===== src/rtl/dbi_secded_pkg.sv =====
package dbi_secded_pkg;

   // outcome of the check on one block
   typedef enum logic [1:0] {
      ECC_CLEAN = 2'd0,
      ECC_FIXED = 2'd1,
      ECC_FATAL = 2'd2
   } ecc_class_e;

   // code position of payload bit idx: the (idx+1)-th integer >= 3 that is
   // not a power of two (powers of two are the Hamming bit positions)
   function automatic int unsigned pos_of(input int unsigned idx);
      int unsigned p;
      int unsigned left;
      p = 2;
      left = idx + 1;
      while (left != 0) begin
         p++;
         if ((p & (p - 1)) != 0) left--;
      end
      return p;
   endfunction

   // start bit of group g within a data word
   function automatic int unsigned grp_lo(input int unsigned g,
                                          input int unsigned w0,
                                          input int unsigned w1);
      return (g == 0) ? 0 : (g == 1) ? w0 : (w0 + w1);
   endfunction

   // width of group g within a data word of width dw
   function automatic int unsigned grp_w(input int unsigned g,
                                         input int unsigned dw,
                                         input int unsigned w0,
                                         input int unsigned w1);
      return (g == 0) ? w0 : (g == 1) ? w1 : (dw - w0 - w1);
   endfunction

endpackage


===== src/rtl/dbi_beat_pair.sv =====
module dbi_beat_pair #(
   parameter int unsigned BEAT_W = 72
) (
   input  logic                  clk_i,
   input  logic                  rst_ni,
   input  logic                  valid_i,
   input  logic [BEAT_W-1:0]     beat_i,
   output logic                  have_first_o,
   output logic                  blk_valid_o,
   output logic [2*BEAT_W-1:0]   blk_o
);

   logic              half_q;
   logic [BEAT_W-1:0] first_q;

   always_ff @(posedge clk_i or negedge rst_ni) begin
      if (!rst_ni) begin
         half_q  <= 1'b0;
         first_q <= '0;
      end else if (valid_i) begin
         half_q <= ~half_q;
         if (!half_q) first_q <= beat_i;
      end
   end

   assign have_first_o = half_q;
   assign blk_valid_o  = valid_i && half_q;
   assign blk_o        = {beat_i, first_q};

endmodule


===== src/rtl/dbi_secded_fix.sv =====
module dbi_secded_fix
   import dbi_secded_pkg::*;
#(
   parameter int unsigned BEAT_W = 72,
   parameter int unsigned PB_W   = 67,
   parameter int unsigned CHK_W  = 5
) (
   input  logic [2*BEAT_W-1:0]   blk_i,
   output logic [2*PB_W-1:0]     pay_o,
   output ecc_class_e            cls_o
);

   localparam int unsigned PAY_W   = 2 * PB_W;
   localparam int unsigned FIELD_W = 2 * CHK_W;
   localparam int unsigned HAM_W   = FIELD_W - 2;
   localparam int unsigned MAX_POS = pos_of(PAY_W - 1);

   logic [PAY_W-1:0]               pay_rx;
   logic [FIELD_W-1:0]             field_rx;
   logic [HAM_W-1:0]               ham_rx;
   logic [PAY_W-1:0][HAM_W-1:0]    contrib;
   logic [HAM_W-1:0]               syn;
   logic                           odd;
   logic                           in_range;
   logic                           do_fix;
   logic [PAY_W-1:0]               flip;

   assign pay_rx   = {blk_i[BEAT_W +: PB_W], blk_i[0 +: PB_W]};
   assign field_rx = {blk_i[BEAT_W + PB_W +: CHK_W], blk_i[PB_W +: CHK_W]};
   assign ham_rx   = field_rx[HAM_W-1:0];
   assign odd      = ^blk_i;

   for (genvar i = 0; i < PAY_W; i++) begin : g_bit
      localparam logic [HAM_W-1:0] POS = HAM_W'(pos_of(i));
      assign contrib[i] = pay_rx[i] ? POS : '0;
      assign flip[i]    = do_fix && (syn == POS);
   end

   always_comb begin
      syn = ham_rx;
      for (int unsigned i = 0; i < PAY_W; i++) syn ^= contrib[i];
   end

   assign in_range = (32'(syn) <= MAX_POS);
   assign do_fix   = odd && in_range;

   always_comb begin
      if (odd) cls_o = in_range ? ECC_FIXED : ECC_FATAL;
      else     cls_o = (syn != '0) ? ECC_FATAL : ECC_CLEAN;
   end

   assign pay_o = pay_rx ^ flip;

endmodule


===== src/rtl/dbi_group_restore.sv =====
module dbi_group_restore
   import dbi_secded_pkg::*;
#(
   parameter int unsigned DATA_W = 64,
   parameter int unsigned G0_W   = 22,
   parameter int unsigned G1_W   = 22
) (
   input  logic [DATA_W-1:0] data_i,
   input  logic [2:0]        flag_i,
   output logic [DATA_W-1:0] data_o
);

   for (genvar g = 0; g < 3; g++) begin : g_grp
      localparam int unsigned LO = grp_lo(g, G0_W, G1_W);
      localparam int unsigned GW = grp_w(g, DATA_W, G0_W, G1_W);
      assign data_o[LO +: GW] = flag_i[g] ? ~data_i[LO +: GW] : data_i[LO +: GW];
   end

endmodule


===== src/rtl/dbi_secded_rx.sv =====
module dbi_secded_rx
   import dbi_secded_pkg::*;
#(
   parameter int unsigned DATA_W = 64,
   parameter int unsigned G0_W   = 22,
   parameter int unsigned G1_W   = 22,
   parameter int unsigned CHK_W  = 5
) (
   input  logic                clk_i,
   input  logic                rst_ni,
   input  logic                beat_valid_i,
   input  logic [DATA_W+3+CHK_W-1:0] beat_i,
   output logic [DATA_W-1:0]   word0_o,
   output logic [DATA_W-1:0]   word1_o,
   output logic                out_valid_o,
   output logic                err_corr_o,
   output logic                err_uncorr_o
);

   localparam int unsigned PB_W   = DATA_W + 3;
   localparam int unsigned BEAT_W = PB_W + CHK_W;
   localparam int unsigned PAY_W  = 2 * PB_W;
   localparam int unsigned HAM_W  = 2 * CHK_W - 2;

   if (G0_W + G1_W >= DATA_W) begin : g_bad_groups
      $error("group widths leave no room for the third group");
   end
   if (CHK_W < 3) begin : g_bad_chk
      $error("check field too small for position and parity bits");
   end
   if (pos_of(PAY_W - 1) >= (1 << HAM_W)) begin : g_bad_cap
      $error("Hamming bits cannot address every payload bit");
   end

   logic                have_first;
   logic                blk_valid;
   logic [2*BEAT_W-1:0] blk;
   logic [PAY_W-1:0]    pay_fix;
   ecc_class_e          cls;
   logic [1:0][DATA_W-1:0] restored;

   dbi_beat_pair #(.BEAT_W(BEAT_W)) u_pair (
      .clk_i        (clk_i),
      .rst_ni       (rst_ni),
      .valid_i      (beat_valid_i),
      .beat_i       (beat_i),
      .have_first_o (have_first),
      .blk_valid_o  (blk_valid),
      .blk_o        (blk)
   );

   dbi_secded_fix #(.BEAT_W(BEAT_W), .PB_W(PB_W), .CHK_W(CHK_W)) u_fix (
      .blk_i (blk),
      .pay_o (pay_fix),
      .cls_o (cls)
   );

   for (genvar b = 0; b < 2; b++) begin : g_beat
      dbi_group_restore #(.DATA_W(DATA_W), .G0_W(G0_W), .G1_W(G1_W)) u_rest (
         .data_i (pay_fix[b*PB_W +: DATA_W]),
         .flag_i (pay_fix[b*PB_W + DATA_W +: 3]),
         .data_o (restored[b])
      );
   end

   always_ff @(posedge clk_i or negedge rst_ni) begin
      if (!rst_ni) begin
         out_valid_o  <= 1'b0;
         err_corr_o   <= 1'b0;
         err_uncorr_o <= 1'b0;
         word0_o      <= '0;
         word1_o      <= '0;
      end else begin
         out_valid_o  <= blk_valid;
         err_corr_o   <= blk_valid && (cls == ECC_FIXED);
         err_uncorr_o <= blk_valid && (cls == ECC_FATAL);
         if (blk_valid) begin
            word0_o <= restored[0];
            word1_o <= restored[1];
         end
      end
   end

endmodule


===== config.mk =====
export PLATFORM = sky130hd
export DESIGN_NAME = dbi_secded_rx
export DESIGN_NICKNAME = d
export VERILOG_FILES = /design/src/rtl/dbi_secded_pkg.sv /design/src/rtl/dbi_beat_pair.sv /design/src/rtl/dbi_secded_fix.sv /design/src/rtl/dbi_group_restore.sv /design/src/rtl/dbi_secded_rx.sv
export SDC_FILE = /design/constraint.sdc
export NUM_CORES = 1
export LEC_CHECK = 0
export ABC_CLOCK_PERIOD_IN_PS = 3500
export BUFFER_PORTS_ARGS = -buffer_cell sky130_fd_sc_hd__buf_4
export CAP_MARGIN = 20
export CORE_ASPECT_RATIO = 1.75
export CORE_MARGIN = 4
export CORE_UTILIZATION = 25
export CTS_CLUSTER_DIAMETER = 50
export DETAILED_ROUTE_END_ITERATION = 8
export PLACE_DENSITY = 0.52
export SETUP_SLACK_MARGIN = 0.02
export SYNTH_ARGS = -nofsm -noshare
export SYNTH_HDL_FRONTEND = slang
export SYNTH_SLANG_ARGS = --single-unit

===== constraint.sdc =====
create_clock -name clk_i -period 3.5 [get_ports clk_i]
set_clock_uncertainty 0.05 [all_clocks]
set_input_delay 0.35 -clock clk_i [delete_from_list [all_inputs] [get_ports clk_i]]
set_output_delay 0.35 -clock clk_i [all_outputs]
set_load 0.01 [all_outputs]

== Word level (Yosys, flattened, before mapping) ==
Index checks and enable logic that the tools add are counted.

* Add/sub/neg operators: 0
* Multiply operators: 0
* Divide/modulo/power cells: 0
* Magnitude comparators: 1
* Eq/ne operators: 136
* Shift operators: 0
* Multiplexer cells: 143
* Bitwise gates (word level): 142
* Reductions and logical operators: 141

{| class="wikitable"
|+ Operators with widths
! kind !! count
|-
| XOR 8 bit || 134
|-
| == test 8 x 7 -> 1 bit, second input constant || 63
|-
| 2-to-1 mux 7 bit || 63
|-
| == test 8 x 6 -> 1 bit, second input constant || 31
|-
| 2-to-1 mux 6 bit || 31
|-
| parity 144 bit || 1
|-
| logical AND 1 bit || 138
|-
| XOR 134 bit || 1
|-
| == test 8 x 5 -> 1 bit, second input constant || 15
|-
| == test 8 bit, second input constant || 14
|-
| 2-to-1 mux 8 bit || 14
|-
| 2-to-1 mux 22 bit || 4
|-
| inverter 22 bit || 4
|-
| 2-to-1 mux 5 bit || 15
|-
| == test 8 x 4 -> 1 bit, second input constant || 7
|-
| 2-to-1 mux 20 bit || 2
|-
| inverter 20 bit || 2
|-
| 2-to-1 mux 4 bit || 7
|-
| == test 8 x 3 -> 1 bit, second input constant || 3
|-
| 2-to-1 mux 3 bit || 3
|-
| == test 8 x 2 -> 1 bit, second input constant || 1
|-
| <= comparator 8 bit, second input constant || 1
|-
| 2-to-1 mux 2 bit || 4
|-
| nonzero test 8 bit || 1
|-
| other kinds (4) || 4
|}

* Bits in registers: 204
* Bits in latches: 0
* Bits in writable memories: 0
* Memory bits (read-only): 0
* Logic and storage cells: 570
* Memories kept: 0

== Longest topological paths before layout ==
* Word-level depth: 141
* Gate-level depth with buffers: 15
* Gate-level depth less buffers: 10

== Modules after synthesis ==
From an unflattened synthesis, not the netlist that was laid out.

* Cells, all modules: 1229
* Area, all modules: 15678.8 µm²

{| class="wikitable"
|+ By module, submodules not included
! module !! times used !! cells an instance !! area each (µm²) !! seq. area each (µm²)
|-
| dbi_secded_fix || 1 || 582 || 5804.3 || 0.0
|-
| dbi_secded_rx || 1 || 275 || 4872.2 || 3278.1
|-
| dbi_beat_pair || 1 || 228 || 3631.0 || 1826.8
|-
| dbi_group_restore || 2 || 72 || 685.7 || 0.0
|}

== Worst setup path after synthesis ==
Ideal clock, no wire load.

* Path kind: input to register
* Start: input beat_i[19]
* End: register word0_o[44]
* Arrival time: 3550 ps
* Required time: 3325 ps
* Slack: -225 ps
* Stages: 13
* Path through: xnor2_1 xnor3_1 xor2_2 xnor3_1 xnor3_1 and2_1 buf_4 o21ai_1 buf_4 or4_1 buf_2 a311oi_1 o21ai_1

* Longest elaborated chain between the ends: 55
* Elaborated cells between the ends (all ways): 59
* Classes of those cells: order compare (1); eq/ne (2); mux (2); bitwise (50); reduce/logical (4)

{| class="wikitable"
|+ Ends and longest elaborated chain
! item !! RTL line !! RTL
|-
| start, declared || dbi_secded_rx.sv:12 || <nowiki>input logic [DATA_W+3+CHK_W-1:0] beat_i,</nowiki>
|-
| 2-to-1 mux 7 bit || dbi_secded_fix.sv:35 || <nowiki>assign contrib[i] = pay_rx[i] ? POS : '0;</nowiki>
|-
| XOR 8 bit (48 in series) || dbi_secded_fix.sv:41 || <nowiki>for (int unsigned i = 0; i < PAY_W; i++) syn ^= contrib[i];</nowiki>
|-
| <= comparator 8 bit || dbi_secded_fix.sv:44 || <nowiki>assign in_range = (32'(syn) <= MAX_POS);</nowiki>
|-
| logical AND 1 bit || dbi_secded_fix.sv:45 || <nowiki>assign do_fix = odd && in_range;</nowiki>
|-
| logical AND 1 bit || dbi_secded_fix.sv:36 || <nowiki>assign flip[i] = do_fix && (syn == POS);</nowiki>
|-
| XOR 134 bit * || dbi_secded_fix.sv:52 || <nowiki>assign pay_o = pay_rx ^ flip;</nowiki>
|-
| inverter 20 bit || dbi_group_restore.sv:16 || <nowiki>assign data_o[LO +: GW] = flag_i[g] ? ~data_i[LO +: GW] : data_i[LO +: GW];</nowiki>
|-
| 2-to-1 mux 20 bit * || dbi_group_restore.sv:16 ||
|-
| end signal, assigned || dbi_secded_rx.sv:78 || <nowiki>word0_o <= restored[0];</nowiki>
|-
| end, declared || dbi_secded_rx.sv:13 || <nowiki>output logic [DATA_W-1:0] word0_o,</nowiki>
|}

Every way passes the cells marked *; elsewhere a longest branch is shown, timed or not.
A chain may end at the register's enable or synchronous reset.

== Worst setup path after layout ==
* Start: register u_pair.first_q[6]
* End: register word1_o[8]

* Longest elaborated chain between the ends: 135
* Elaborated cells between the ends (all ways): 139
* Classes of those cells: order compare (1); eq/ne (2); mux (2); bitwise (130); reduce/logical (4)

{| class="wikitable"
|+ Ends and longest elaborated chain
! item !! RTL line !! RTL
|-
| start, declared || dbi_beat_pair.sv:14 || <nowiki>logic [BEAT_W-1:0] first_q;</nowiki>
|-
| start signal, assigned || dbi_beat_pair.sv:22 || <nowiki>if (!half_q) first_q <= beat_i;</nowiki>
|-
| 2-to-1 mux 4 bit || dbi_secded_fix.sv:35 ||
|-
| XOR 8 bit (128 in series) || dbi_secded_fix.sv:41 ||
|-
| <= comparator 8 bit || dbi_secded_fix.sv:44 ||
|-
| logical AND 1 bit || dbi_secded_fix.sv:45 ||
|-
| logical AND 1 bit || dbi_secded_fix.sv:36 ||
|-
| XOR 134 bit * || dbi_secded_fix.sv:52 ||
|-
| inverter 22 bit || dbi_group_restore.sv:16 ||
|-
| 2-to-1 mux 22 bit * || dbi_group_restore.sv:16 ||
|-
| end signal, assigned || dbi_secded_rx.sv:79 || <nowiki>word1_o <= restored[1];</nowiki>
|-
| end, declared || dbi_secded_rx.sv:14 || <nowiki>output logic [DATA_W-1:0] word1_o,</nowiki>
|}

Marked as above.

==> results.sh <==
export IMPL_cp_end_kind="flop"
export IMPL_path_max_fanout=17
export IMPL_synth_simple_area_share_pct=12.55
export IMPL_cp_cell_sequence="xnor2_2 -> xnor3_1 -> xnor2_2 -> xnor3_2 -> xnor2_2 -> nor3_1 -> buf_4 -> nor2_4 -> buf_12 -> buf_4 -> or4_4 -> a211o_1 -> a31oi_1"
export IMPL_htreeDepth=1
export IMPL_cts_buffers=25
export IMPL_gp_congestion=0.9284
export IMPL_antenna_found_initial=1
export IMPL_area_growth_pct=52.70
export IMPL_design_area_um2=24180
export IMPL_critical_path_required_ps=3920
export IMPL_detail_route_vias_per_cell=5.651
export IMPL_cpMostUsedCell="xnor2_2"
export IMPL_synth_area_leaders="dfrtp_1, xnor2_1, o31ai_1, or4_1, mux2_2"
export IMPL_first_pass_iters=5
export IMPL_grt_start_max_net_pins=97
export IMPL_rsz0062_at_grt="true"
export IMPL_synthMuxAreaShare_pct=5.373
export IMPL_netlist_instances=1626
export IMPL_cts_sinks=204
export IMPL_fill_cells=6143
export IMPL_clockRootBuffer="clkbuf_16"
export IMPL_start_util_pct=25.33
export IMPL_netlist_area_um2=15840
export IMPL_syn_area_per_cell_um2=9.740
export IMPL_grtUsageTotal_pct=21.70
export IMPL_synthXorXnorAreaFrac_pct=18.50
export IMPL_synth_adder_area_share_pct=0
export IMPL_worstHoldPathType="input pin to flop"
export IMPL_regArea_um2=5106
export IMPL_status="finished with violations"
export IMPL_slowest_delay_ps=530
export IMPL_ys_ff_latch=204
export IMPL_maxCapViolCount=0
export IMPL_cp_start_kind="flop"
export IMPL_synthFlopType="dfrtp_1"
export IMPL_violations="setup timing"
export IMPL_yosysTopAreaCellShare_pct=32.24
export IMPL_first_global_vias=16400
export IMPL_synth_edf_count=0
export IMPL_placed_area_um2=21100
export IMPL_clkTransAtPathRegs_ps=60
export IMPL_final_nets=2187
export IMPL_drt_iter0_markers=1234
export IMPL_multi_input_area_um2=11090
export IMPL_grt_ovfl_total=0
export IMPL_vias=16560
export IMPL_row_count=121
export IMPL_cts_tree="done"
export IMPL_antenna_left=0
export IMPL_synth_warning_count=0
export IMPL_synth_cell_types=47
export IMPL_crit_path_top_delay_cell="xnor3_2"
export IMPL_maxSlewHeadroom_pct=26.77
export IMPL_worstSkewPairLatency_ps=560
export IMPL_r2r_slack_ps=-540
export IMPL_setup_viol_count_final=130
export IMPL_crit_arrival_ps=4460
export IMPL_drt_wirelength_per_cell_um=27.48
export IMPL_cts_buffer_depth=3
export IMPL_synth_top_family_by_area="compound AO/OA/AOI/OAI gates"
export IMPL_synth_fp_nets=1701
export IMPL_worst_slack_ps=-535.6
export IMPL_die_area_um2=67600
export IMPL_die_h_um=341.0
export IMPL_grt_pass1_wl_mm=109.9
export IMPL_io_pins=206
export IMPL_layout_drive_gt1_share_pct=45.89
export IMPL_worstMarginPinSlew_ps=1091
export IMPL_synth_compound_area_share_pct=25.85
export IMPL_drt_wl_total_mm=80.54
export IMPL_core_um2=62530
export IMPL_async_reset_ff_share_pct=100.0
export IMPL_fmax_mhz=247.8
export IMPL_synth_top_area_cell="dfrtp_1"
export IMPL_path_class="flop to flop"
export IMPL_timing_final_hold_violations=0
export IMPL_period_needed_ps=4036
export IMPL_die_x_um=198.3
export IMPL_period_share_pct=115.3
export IMPL_r2r_cells=13
export IMPL_yosysSeqAreaShare_pct=32.24
export IMPL_dpl_hpwl_mm=56.55
export IMPL_drc=0
export IMPL_drv_slew=0
export IMPL_io_buffers=205
export IMPL_holdPathStages=2
sequential cells by signal, indices dropped and copies added, names as in the netlist:
name	cells
err_corr_o	1
err_uncorr_o	1
out_valid_o	1
u_pair.first_q	72
u_pair.have_first_o	1
word0_o	64
word1_o	64
cell type report:
type,count,area share [%]
clock buffers,33,2.877
repair buffers,653,25.43
inverters,2,0.05174
multi-input cells,1226,45.87
diodes,3,0.03104
flip-flops and latches,204,21.12
well taps,799,4.134
clock inverters,11,0.4967
cell usage after synthesis, types with 41 or more instances:
cell type,count
o211ai_1,89
a31oi_1,84
o31a_1,41
o31ai_1,133
a211o_1,83
dfrtp_1,204
or4_1,117
nor2_1,95
nand2_1,51
clkbuf_1,133
xnor2_1,186
buf_2,65
mux2_2,72
through the flow:
stage | TNS, ps | cells | setup WS [ps] | utilization [%] | hold slack, ps
after floorplan | -4557 | 1626 | -91.57 | - | 4.409
after global placement | -83380 | 2794 | -756.8 | 33.74 | 393.6
after detailed placement | -84250 | 2794 | -737.8 | 33.74 | 383.4
after CTS | -48370 | 2880 | -460.3 | 36.67 | 18.40
after global routing | -66920 | 2928 | -634.8 | 38.66 | 24.51
final | -56020 | 2931 | -535.6 | 38.67 | 32.90
final timing paths:
kind	from	end
worst max-delay path	u_pair.first_q[6]$_DFFE_PN0P_	word1_o[8]$_DFFE_PN0P_
worst min-delay path	beat_i[68]	u_pair.first_q[68]$_DFFE_PN0P_
worst max register to register	u_pair.first_q[6]$_DFFE_PN0P_	word1_o[8]$_DFFE_PN0P_
worst min register to register	word1_o[59]$_DFFE_PN0P_	word1_o[59]$_DFFE_PN0P_
max in group asynchronous	rst_ni	word1_o[56]$_DFFE_PN0P_
min in group asynchronous	rst_ni	word1_o[16]$_DFFE_PN0P_
cell families after synthesis:
group                  count (synthesis)
AO/OA/AOI/OAI                        536
multiplexers                          76
XOR/XNOR                             265
buffers and inverters                205
AND/OR/NAND/NOR                      340
flip-flops                           204
worst max-delay path, delay by kind of cell, from the launching register on:
family	cells	cell delay [ps]
xor+xnor	5	1700
simple gates	3	860
buf+inv	3	480
compound gates	2	430
flops	1	420
routing by layer:
layer  wire length, um  GRT usage (%)  up-vias
met3              4118          2.726      238
met2             40600          39.04      714
met5                 0              0        -
met1             28690          23.45     8246
li1                  -              -     7365
met4              7126          14.47        0
repair_timing:
action | 4_1_cts | 5_1_grt
hold buffers | 3 | 0
endpoints found under the hold margin | 72 | 0
pin swaps | 62 | 77
buffers inserted | 26 | 31
cloned | 14 | 23
resized for setup | 110 | 134
setup endpoints to repair | 130 | 130
placed cells by master, fill, tap and decap left out, types with 21 or more instances in the layout:
| cell | instances |
|---|---|
| xor2_1 | 26 |
| or4_1 | 39 |
| a211o_1 | 83 |
| nor4_1 | 29 |
| o211ai_1 | 89 |
| nand2_1 | 50 |
| clkbuf_16 | 39 |
| o31a_1 | 41 |
| mux2_2 | 71 |
| buf_4 | 541 |
| buf_6 | 29 |
| or4_4 | 86 |
| xnor3_1 | 29 |
| xnor2_1 | 167 |
| o21ai_1 | 21 |
| a31oi_1 | 82 |
| o31ai_1 | 116 |
| nor2_1 | 88 |
| buf_12 | 55 |
| dfrtp_1 | 203 |
Power is not shown: default switching activity piles up to over one toggle a cycle in this logic, so the estimate is an artifact.
